[src/rtl/axrd_pkg.sv]
package axrd_pkg;

    typedef enum logic [1:0] {
        ST_IDLE = 2'd0,
        ST_ADDR = 2'd1,
        ST_DATA = 2'd2,
        ST_EMIT = 2'd3
    } axrd_state_e;

    localparam logic [1:0] BURST_INCR = 2'b01;

    localparam logic [1:0] RSP_OKAY   = 2'd0;
    localparam logic [1:0] RSP_EXOKAY = 2'd1;
    localparam logic [1:0] RSP_SLVERR = 2'd2;
    localparam logic [1:0] RSP_DECERR = 2'd3;

endpackage

[src/rtl/axrd_burst_plan.sv]
module axrd_burst_plan #(
    parameter int ADDR_W    = 16,
    parameter int CNT_W     = 16,
    parameter int MAX_BEATS = 16,
    parameter int PAGE_W    = 12
) (
    input  logic [ADDR_W-1:0] cur_addr,
    input  logic [CNT_W-1:0]  rem_bytes,
    input  logic [2:0]        size,
    output logic [ADDR_W-1:0] burst_addr,
    output logic [7:0]        burst_len
);
    localparam int W = ((ADDR_W > CNT_W) ? ADDR_W : CNT_W) + 18;

    logic [W-1:0] unit;
    logic [W-1:0] base;
    logic [W-1:0] end_req;
    logic [W-1:0] end_cap;
    logic [W-1:0] end_page;
    logic [W-1:0] end_sel;

    always_comb begin
        unit     = W'(1) << size;
        base     = W'(cur_addr) & ~(unit - W'(1));
        end_req  = W'(cur_addr) + W'(rem_bytes) - W'(1);
        end_cap  = base + (W'(MAX_BEATS) << size) - W'(1);
        end_page = W'(cur_addr) | W'((64'd1 << PAGE_W) - 64'd1);
        end_sel  = end_req;
        if (end_cap < end_sel)  end_sel = end_cap;
        if (end_page < end_sel) end_sel = end_page;
    end

    assign burst_addr = cur_addr & ~((ADDR_W'(1) << size) - ADDR_W'(1));
    assign burst_len  = 8'((end_sel - base) >> size);

endmodule

[src/rtl/axrd_lane_pick.sv]
module axrd_lane_pick #(
    parameter int DATA_W = 32,
    parameter int LANE_W = 2
) (
    input  logic [DATA_W-1:0] beat,
    input  logic [LANE_W-1:0] lane,
    output logic [7:0]        pick
);
    localparam int NLANE = DATA_W / 8;

    logic [7:0] lanes [NLANE];

    for (genvar g = 0; g < NLANE; g++) begin : g_lane
        assign lanes[g] = beat[8*g +: 8];
    end

    assign pick = lanes[lane];

endmodule

[src/rtl/axrd_master.sv]
module axrd_master
    import axrd_pkg::*;
#(
    parameter int ADDR_W    = 16,
    parameter int DATA_W    = 32,
    parameter int ID_W      = 4,
    parameter int CNT_W     = 16,
    parameter int MAX_BEATS = 16,
    parameter int PAGE_W    = 12
) (
    input  logic              clk,
    input  logic              rst_n,
    input  logic              req_valid,
    output logic              req_ready,
    input  logic [ADDR_W-1:0] req_addr,
    input  logic [CNT_W-1:0]  req_bytes,
    input  logic [2:0]        req_size,
    input  logic [2:0]        req_prot,
    input  logic [ID_W-1:0]   req_id,
    input  logic              req_check,
    input  logic [1:0]        req_expect,
    output logic              req_err,
    output logic              ar_valid,
    input  logic              ar_ready,
    output logic [ADDR_W-1:0] ar_addr,
    output logic [7:0]        ar_len,
    output logic [2:0]        ar_size,
    output logic [1:0]        ar_burst,
    output logic [2:0]        ar_prot,
    output logic [ID_W-1:0]   ar_id,
    input  logic              r_valid,
    output logic              r_ready,
    input  logic [DATA_W-1:0] r_data,
    input  logic [1:0]        r_resp,
    output logic              out_valid,
    input  logic              out_ready,
    output logic [7:0]        out_byte,
    output logic              out_last,
    output logic              resp_err
);
    localparam int NLANE    = DATA_W / 8;
    localparam int MAX_SIZE = $clog2(NLANE);
    localparam int LANE_W   = (NLANE > 1) ? $clog2(NLANE) : 1;
    localparam int SUM_W    = ((ADDR_W > CNT_W) ? ADDR_W : CNT_W) + 1;

    typedef struct packed {
        axrd_state_e       state;
        logic [ADDR_W-1:0] cur;
        logic [CNT_W-1:0]  rem;
        logic [8:0]        beats_left;
        logic [2:0]        size;
        logic [2:0]        prot;
        logic [ID_W-1:0]   id;
        logic              chk;
        logic [1:0]        expect_code;
        logic [DATA_W-1:0] beat;
        logic [LANE_W-1:0] lane;
        logic [LANE_W:0]   take;
        logic              req_err;
        logic              resp_err;
    } regs_t;

    regs_t q, d;

    logic [ADDR_W-1:0] plan_addr;
    logic [7:0]        plan_len;
    logic [LANE_W:0]   size_bytes;
    logic [LANE_W-1:0] off;
    logic [LANE_W:0]   room;
    logic [LANE_W:0]   cnt;
    logic              bad_req;

    axrd_burst_plan #(
        .ADDR_W    (ADDR_W),
        .CNT_W     (CNT_W),
        .MAX_BEATS (MAX_BEATS),
        .PAGE_W    (PAGE_W)
    ) plan_i (
        .cur_addr   (q.cur),
        .rem_bytes  (q.rem),
        .size       (q.size),
        .burst_addr (plan_addr),
        .burst_len  (plan_len)
    );

    axrd_lane_pick #(
        .DATA_W (DATA_W),
        .LANE_W (LANE_W)
    ) pick_i (
        .beat (q.beat),
        .lane (q.lane),
        .pick (out_byte)
    );

    always_comb begin
        d          = q;
        d.req_err  = 1'b0;
        d.resp_err = 1'b0;

        // lane window of the beat that arrives next
        size_bytes = (LANE_W+1)'(1) << q.size;
        off        = q.cur[LANE_W-1:0] & LANE_W'(size_bytes - (LANE_W+1)'(1));
        room       = size_bytes - (LANE_W+1)'(off);
        cnt        = (q.rem < CNT_W'(room)) ? (LANE_W+1)'(q.rem) : room;

        bad_req = (req_bytes == '0) || (req_size > 3'(MAX_SIZE)) ||
                  ((SUM_W'(req_addr) + SUM_W'(req_bytes)) > (SUM_W'(1) << ADDR_W));

        case (q.state)
            ST_IDLE: begin
                if (req_valid) begin
                    if (bad_req) begin
                        d.req_err = 1'b1;
                    end else begin
                        d.state       = ST_ADDR;
                        d.cur         = req_addr;
                        d.rem         = req_bytes;
                        d.size        = req_size;
                        d.prot        = req_prot;
                        d.id          = req_id;
                        d.chk         = req_check;
                        d.expect_code = req_expect;
                    end
                end
            end
            ST_ADDR: begin
                if (ar_ready) begin
                    d.beats_left = 9'(plan_len) + 9'd1;
                    d.state      = ST_DATA;
                end
            end
            ST_DATA: begin
                if (r_valid) begin
                    d.beat       = r_data;
                    d.lane       = off;
                    d.take       = cnt;
                    d.rem        = q.rem - CNT_W'(cnt);
                    d.cur        = q.cur + ADDR_W'(cnt);
                    d.beats_left = q.beats_left - 9'd1;
                    d.resp_err   = q.chk && (r_resp != q.expect_code);
                    d.state      = ST_EMIT;
                end
            end
            ST_EMIT: begin
                if (out_ready) begin
                    d.lane = q.lane + LANE_W'(1);
                    d.take = q.take - (LANE_W+1)'(1);
                    if (q.take == (LANE_W+1)'(1)) begin
                        if (q.rem == '0)             d.state = ST_IDLE;
                        else if (q.beats_left == '0) d.state = ST_ADDR;
                        else                         d.state = ST_DATA;
                    end
                end
            end
            default: d.state = ST_IDLE;
        endcase
    end

    always_ff @(posedge clk) begin
        if (!rst_n) q <= '0;
        else        q <= d;
    end

    assign req_ready = (q.state == ST_IDLE);
    assign req_err   = q.req_err;
    assign ar_valid  = (q.state == ST_ADDR);
    assign ar_addr   = plan_addr;
    assign ar_len    = plan_len;
    assign ar_size   = q.size;
    assign ar_burst  = BURST_INCR;
    assign ar_prot   = q.prot;
    assign ar_id     = q.id;
    assign r_ready   = (q.state == ST_DATA);
    assign out_valid = (q.state == ST_EMIT);
    assign out_last  = (q.state == ST_EMIT) && (q.rem == '0) &&
                       (q.take == (LANE_W+1)'(1));
    assign resp_err  = q.resp_err;

endmodule

[config.mk]
export PLATFORM = sky130hd
export DESIGN_NAME = axrd_master
export DESIGN_NICKNAME = d
export VERILOG_FILES = /design/src/rtl/axrd_pkg.sv /design/src/rtl/axrd_burst_plan.sv /design/src/rtl/axrd_lane_pick.sv /design/src/rtl/axrd_master.sv
export SDC_FILE = /design/constraint.sdc
export NUM_CORES = 1
export LEC_CHECK = 0
export CORE_UTILIZATION = 58
export DETAILED_ROUTE_END_ITERATION = 8
export HOLD_SLACK_MARGIN = 0.15
export PLACE_DENSITY = 0.8
export SLEW_MARGIN = 30
export SYNTH_ARGS = -nofsm -noshare
export SYNTH_HDL_FRONTEND = slang
export SYNTH_SLANG_ARGS = --single-unit
[constraint.sdc]
create_clock -name clk -period 15.8 [get_ports clk]
set_input_delay 3.16 -clock clk [delete_from_list [all_inputs] [get_ports clk]]
set_output_delay 3.16 -clock clk [all_outputs]
set_load 0.01 [all_outputs]
[Word-level counts from Yosys, hierarchy flattened]
Index checks and enable logic that the tools add are counted.
Operators by class
  multiplexer cells: 22
  reductions and logical operators: 20
  shift-type cells: 5
  add/sub/neg operators: 16
  equal/unequal tests: 11
  bitwise operators: 7
  $lt $le $gt $ge: 6
Operators with widths (count)
  34-bit 2-to-1 mux: 4
  34-bit by 1-bit subtractor with 34-bit output (second input constant): 3
  32-bit case mux with 2 select lines: 1
  43-bit 2-to-1 mux: 1
  16-bit by 16-bit adder with 17-bit output: 2
  34-bit adder: 1
  16-bit by 34-bit bitwise AND with 34-bit output: 1
  16-bit by 34-bit < comparator with 1-bit output: 1
  34-bit < comparator: 1
  34-bit NOT: 1
  1-bit by 3-bit left shift with 34-bit output (first input constant): 1
  5-bit by 3-bit left shift with 34-bit output (first input constant): 1
  34-bit by 3-bit right shift with 8-bit output: 1
  34-bit subtractor: 1
  16-bit logical NOT: 2
  9-bit case mux with 2 select lines: 1
  17-bit greater-than comparator (second input constant): 1
  16-bit by 3-bit adder with 16-bit output: 1
  16-bit bitwise AND: 1
  8-bit binary-select mux with 2-bit select: 1
  16-bit by 3-bit < comparator with 1-bit output: 1
  8-bit 2-to-1 mux: 2
  16-bit NOT: 1
  1-bit by 3-bit left shift with 16-bit output (first input constant): 1
  36 further kinds: 55
Storage, ports and cells
  output and inout port bits: 51
  bits of input ports: 85
  register bits: 95
  logic and storage cells: 101

[Longest topological paths before layout]
  depth in word-level cells: 15
  gate-level depth with buffers: 52
  depth with buffers taken out: 49

[Hierarchy]
Synthesis repeated with hierarchy kept, for this count alone.
Second synthesis, totals
  cell total of the unflattened synthesis: 1471
  area total of the unflattened synthesis: 10655.2 um^2
By module, submodules not included
  axrd_master: seq. area each 1901.8 um^2, times used 1, area each 6037.0 um^2, cells an instance 815
  axrd_burst_plan: seq. area each 0.0 um^2, times used 1, area each 4421.7 um^2, cells an instance 646
  axrd_lane_pick: seq. area each 0.0 um^2, times used 1, area each 196.4 um^2, cells an instance 10

[Worst setup path after synthesis]
OpenSTA, ideal clock, no wires.
  path kind: register to output
  start: reg q (netlist bit ar_size[0])
  end: out ar_len[7]
  path buffers: 6
  arrival: 9526 ps
  cell stages (with the launch flop): 49
  data required time: 12640 ps
  path slack: 3114 ps
  path through: dfxtp_1 clkbuf_1 buf_1 clkbuf_1 nand2_1 ha_1 clkbuf_1 inv_1 nor2_1 o21ai_0 o311ai_0 ha_1 inv_1 ha_1 o21ai_0 a21boi_0 o21bai_1 a21oi_1 [13 not listed] o21ai_0 nand2b_1 nand4b_1 o32ai_1 o21a_2 o211ai_1 ha_1 clkbuf_1 a21o_1 a21o_1 a21o_1 o21a_1 mux2i_1 a211oi_1 o21ai_0 a31o_2 o2bb2ai_1 nor2_1
On the way
  cells in the longest elaborated chain, start to end: 12
  elaborated cells between the ends (all ways): 13
  those cells by class: 4 x add/sub; 2 x order compare; 3 x shift; 2 x mux; 2 x bitwise
Ends and longest elaborated chain
  from (decl): RTL line axrd_master.sv:63  | regs_t q, d;
  from (signal assigned): RTL line axrd_master.sv:160  | if (!rst_n) q <= '0;
  from (signal assigned): RTL line axrd_master.sv:161  | else q <= d;
  1-bit by 3-bit left shift with 34-bit output: RTL line axrd_burst_plan.sv:23  | unit = W'(1) << size;
  34-bit by 1-bit subtractor with 34-bit output: RTL line axrd_burst_plan.sv:24  | base = W'(cur_addr) & ~(unit - W'(1));
  34-bit NOT: RTL line axrd_burst_plan.sv:24
  16-bit by 34-bit bitwise AND with 34-bit output: RTL line axrd_burst_plan.sv:24
  34-bit adder: RTL line axrd_burst_plan.sv:26  | end_cap = base + (W'(MAX_BEATS) << size) - W'(1);
  34-bit by 1-bit subtractor with 34-bit output: RTL line axrd_burst_plan.sv:26
  34-bit < comparator: RTL line axrd_burst_plan.sv:29  | if (end_cap < end_sel) end_sel = end_cap;
  34-bit 2-to-1 mux: RTL line axrd_burst_plan.sv:29
  16-bit by 34-bit < comparator with 1-bit output: RTL line axrd_burst_plan.sv:30  | if (end_page < end_sel) end_sel = end_page;
  34-bit 2-to-1 mux: RTL line axrd_burst_plan.sv:30
  34-bit subtractor: RTL line axrd_burst_plan.sv:34  | assign burst_len = 8'((end_sel - base) >> size);
  34-bit by 3-bit right shift with 8-bit output (*): RTL line axrd_burst_plan.sv:34
  to (decl): RTL line axrd_master.sv:26  | output logic [7:0] ar_len,
Mark *: on every way between the ends. The rest lies on a longest branch, timed or not.

[Worst setup path in the final report]
Ends and elaborated chain as after synthesis.

==> summary.txt <==
Run status
  • Status: complete, no violations

Synth
  • Ys async rst share: 0%
  • Area share of and/or/nand/nor cells after synthesis: between 20% and 30%
  • Mux cell area share after synthesis: 5.061%
  • Synth Area in Adders: 15.27%
  • Ys flop type: dfxtp_1
  • Largest family of logic cells by synthesized area: compound AO/OA/AOI/OAI gates
  • Synthesized Nets: around 1700
  • Mapped Cells: 1502
  • Synthesized area: 11030 sq um
  • Number of flops mapped to enable cells by yosys: 0
  • Post-synthesis cell type count: 79
  • Post-Synth XOR/XNOR Area: 4.210%
  • Mean area per synthesized cell: between 7 and 8 sq um
  • Compound-Gate Fraction of Synth Area: around 28%
  • Register area share after synthesis: 17.25%
  • Register bit count reported by yosys: 95
  • Ys Warns: 0

Setup path
  • Max incr delay on CP: roughly 0.68 ns
  • Critical Path AT: 11.77 ns
  • Worst r2r src: ar_size[0]$_SDFFE_PN0P_
  • Critical Path Sink Type: output pin
  • Most frequent cell on the critical path: ha_1
  • Cell class contributing the biggest share of worst-path delay: compound AO/OA/AOI/OAI gates
  • Critical path startpoint: ar_size[0]$_SDFFE_PN0P_
  • WP buf/inv: 6
  • Setup CP Type: flop to output pin
  • WP data required: between 10 and 15 ns
  • Crit path launch type: flop
  • CP Max Fanout: 31
  • Highest-delay cell along the critical path: o311ai_0

Timing
  • Worst slew pin tran: ~1 ns
  • Layout Skew: approximately 0.014 ns
  • Setup TNS: 0 ns
  • Final Setup Violations: 0
  • RSZ-0062 raised after global routing: no
  • Post-layout minimum cycle time: between 10 and 15 ns
  • Final WS setup: 0.8699 ns
  • Fin crit share: roughly 94%
  • Final hold vios: 0
  • Max-slew violations: 0
  • Fmax: 0.06698 GHz
  • Hold slack: between 0.4 and 0.5 ns
  • Max-slew headroom: about 34%

Global route
  • Number of global-route vias before repair: 10480
  • Total GRT Usage: a little under a third
  • Gr ovfl total: 0
  • Largest net degree at the start of global routing: 84
  • Initial antenna violation count: 0
  • Global-route wire length before repair: 51350 microns

Clocking
  • H-tree levels: 3
  • Clock latency at the later pin of the worst-skew pair: 0.36 ns
  • CTS Buf Count: 9
  • # hold bufs at CTS: 0
  • # Post-CTS Setup Buffers: 0
  • Resize count post-CTS: 0
  • CTS tree: yes
  • CTS max path bufs: 2
  • Clk slew on worst S/H paths: around 0.080 ns
  • CTS Sinks: 95
  • Root buf cell: clkbuf_16

Layout
  • Fillers: approximately 1600
  • Number of diodes: 0
  • Storage cell area: 1902 sq um
  • Multi-input logic area: between 8000 and 9000 sq um
  • Area Overhead vs Synth: 14.88%
  • Nets: between 1500 and 2000
  • Layout cell share with drive strength beyond 1: 4.574%

Run
  • Maxcap violations: 0

Drt
  • DRC violations left: 0
  • Final wirelength: 31460 microns
  • DRT iter0 DRCs: ~1100
  • Wire per inst: ~17 microns
  • DR pass1 iterations: 5
  • Via density: ~6.3
  • Via count: approximately 11000
  • ANT nets after route: 0

Floorplan
  • Row Count: 50
  • Top-Level Pins: about 140
  • Die Wd: roughly 140 microns
  • Die height: 139.9 microns
  • Core area: ~19000 sq um
  • Starting Density: approximately three fifths
  • Die area: ~20000 sq um

Power and ir drop
  • P_leak: a little over 5 nW
  • Peak VDD IR: roughly 66 uV
  • Pwr/cell area: about 120 nW/um^2

Place
  • RD Place Congestion: ~1.0
  • Dpl ws: 1.608 ns
  • Number of port buffers: about 130
  • Hpwl dp: about 24000 microns

Worst hold path
  • HP Class: flop to flop
  • Worst hold start: q[24]$_SDFFE_PN0P_
## cells in the mapped netlist (24+ instances only)
cell / instances / area share (%)
nand2_1: 175 / 6.0
nor2_1: 137 / 4.7
a21oi_1: 132 / 6.0
ha_1: 125 / 14
dfxtp_1: 95 / 17
o21ai_0: 92 / 4.2
inv_1: 87 / 3.0
clkbuf_1: 63 / 2.1
xnor2_1: 39 / 3.1
nand3_1: 29 / 1.3
nor2b_1: 29 / 1.6
nor3_1: 29 / 1.3
a21o_1: 28 / 1.9
a211oi_1: 24 / 1.6
## flip-flops by register name (all words and copies together) (netlist names)
name	flops
q	83
ar_id	4
ar_prot	3
ar_size	3
req_err	1
resp_err	1
## layout make-up
cell class                      instances  share of cell area (%)
Inverter                               91                   2.697
Timing Repair Buffer                  144                   11.16
Tap cell                              234                   2.312
Multi-Input combinational cell       1228                   66.29
Sequential cell                        95                   15.02
Clock buffer                            9                   1.778
Clock inverter                          7                  0.7409
## final timing paths
kind | depth (start not counted) | endpoint | slack [ns]
hold reg to reg | 2 | q[24]$_SDFFE_PN0P_ | 0.46
setup / recovery | 43 | ar_len[7] | 0.87
hold / removal | 2 | q[24]$_SDFFE_PN0P_ | 0.46
setup reg to reg | 45 | q[58]$_SDFFE_PN0P_ | 3.98
## cells in the final DEF (no fill, tap or decap), types with 24 or more instances in the layout
cell               n
o21ai_0           92
dfxtp_1           95
nor3_1            29
nor2_1           137
ha_1             125
xnor2_1           39
nand3_1           29
a21oi_1          132
inv_1             87
a21o_1            28
a211oi_1          24
nand2_1          175
nor2b_1           29
clkdlybuf4s50_1  133
## through the flow
step                 power, W  utilization [%]  cells  area [sq um]
finish               0.001462            67.94   1808         12670
detailed placement   0.001212            66.23   1792         12350
floorplan           0.0009688                -   1502         11030
global placement     0.001197            66.23   1792         12350
CTS                  0.001449            67.94   1808         12670
global route         0.001575            67.94   1808         12670
## worst min-delay path: cells and delay by family, from the launching register on
family | cells | cell delay [ns]
compound gates | 1 | 0.05
flops | 1 | 0.31
simple gates | 1 | 0.05
## cells by family (layout without fill, tap and decap cells)
group / Yosys count / after routing
mux: 42 / 42
buf+inv: 179 / 251
xor+xnor: 53 / 53
fa+ha+maj: 131 / 131
other cells: 2 / 2
flops: 95 / 95
simple gates: 538 / 538
compound gates: 462 / 462
## per-layer routing
layer,part of all wire [%],up-vias,GRT usage (%)
met5,0,-,0
met4,1.9,0,9.312
met3,7.4,48,5.231
met2,45,424,51.42
met1,45,5317,43.41
li1,-,5625,-
## power by group
part | leakage [nW] | switching (W) | internal, W
registers | 0.769 | 0.0000148 | 0.000249
logic | 4.17 | 0.000560 | 0.000408
clock network | 0.154 | 0.000116 | 0.000115
total | 5.09 | 0.000690 | 0.000772
Power figures use the tool's default switching activity.
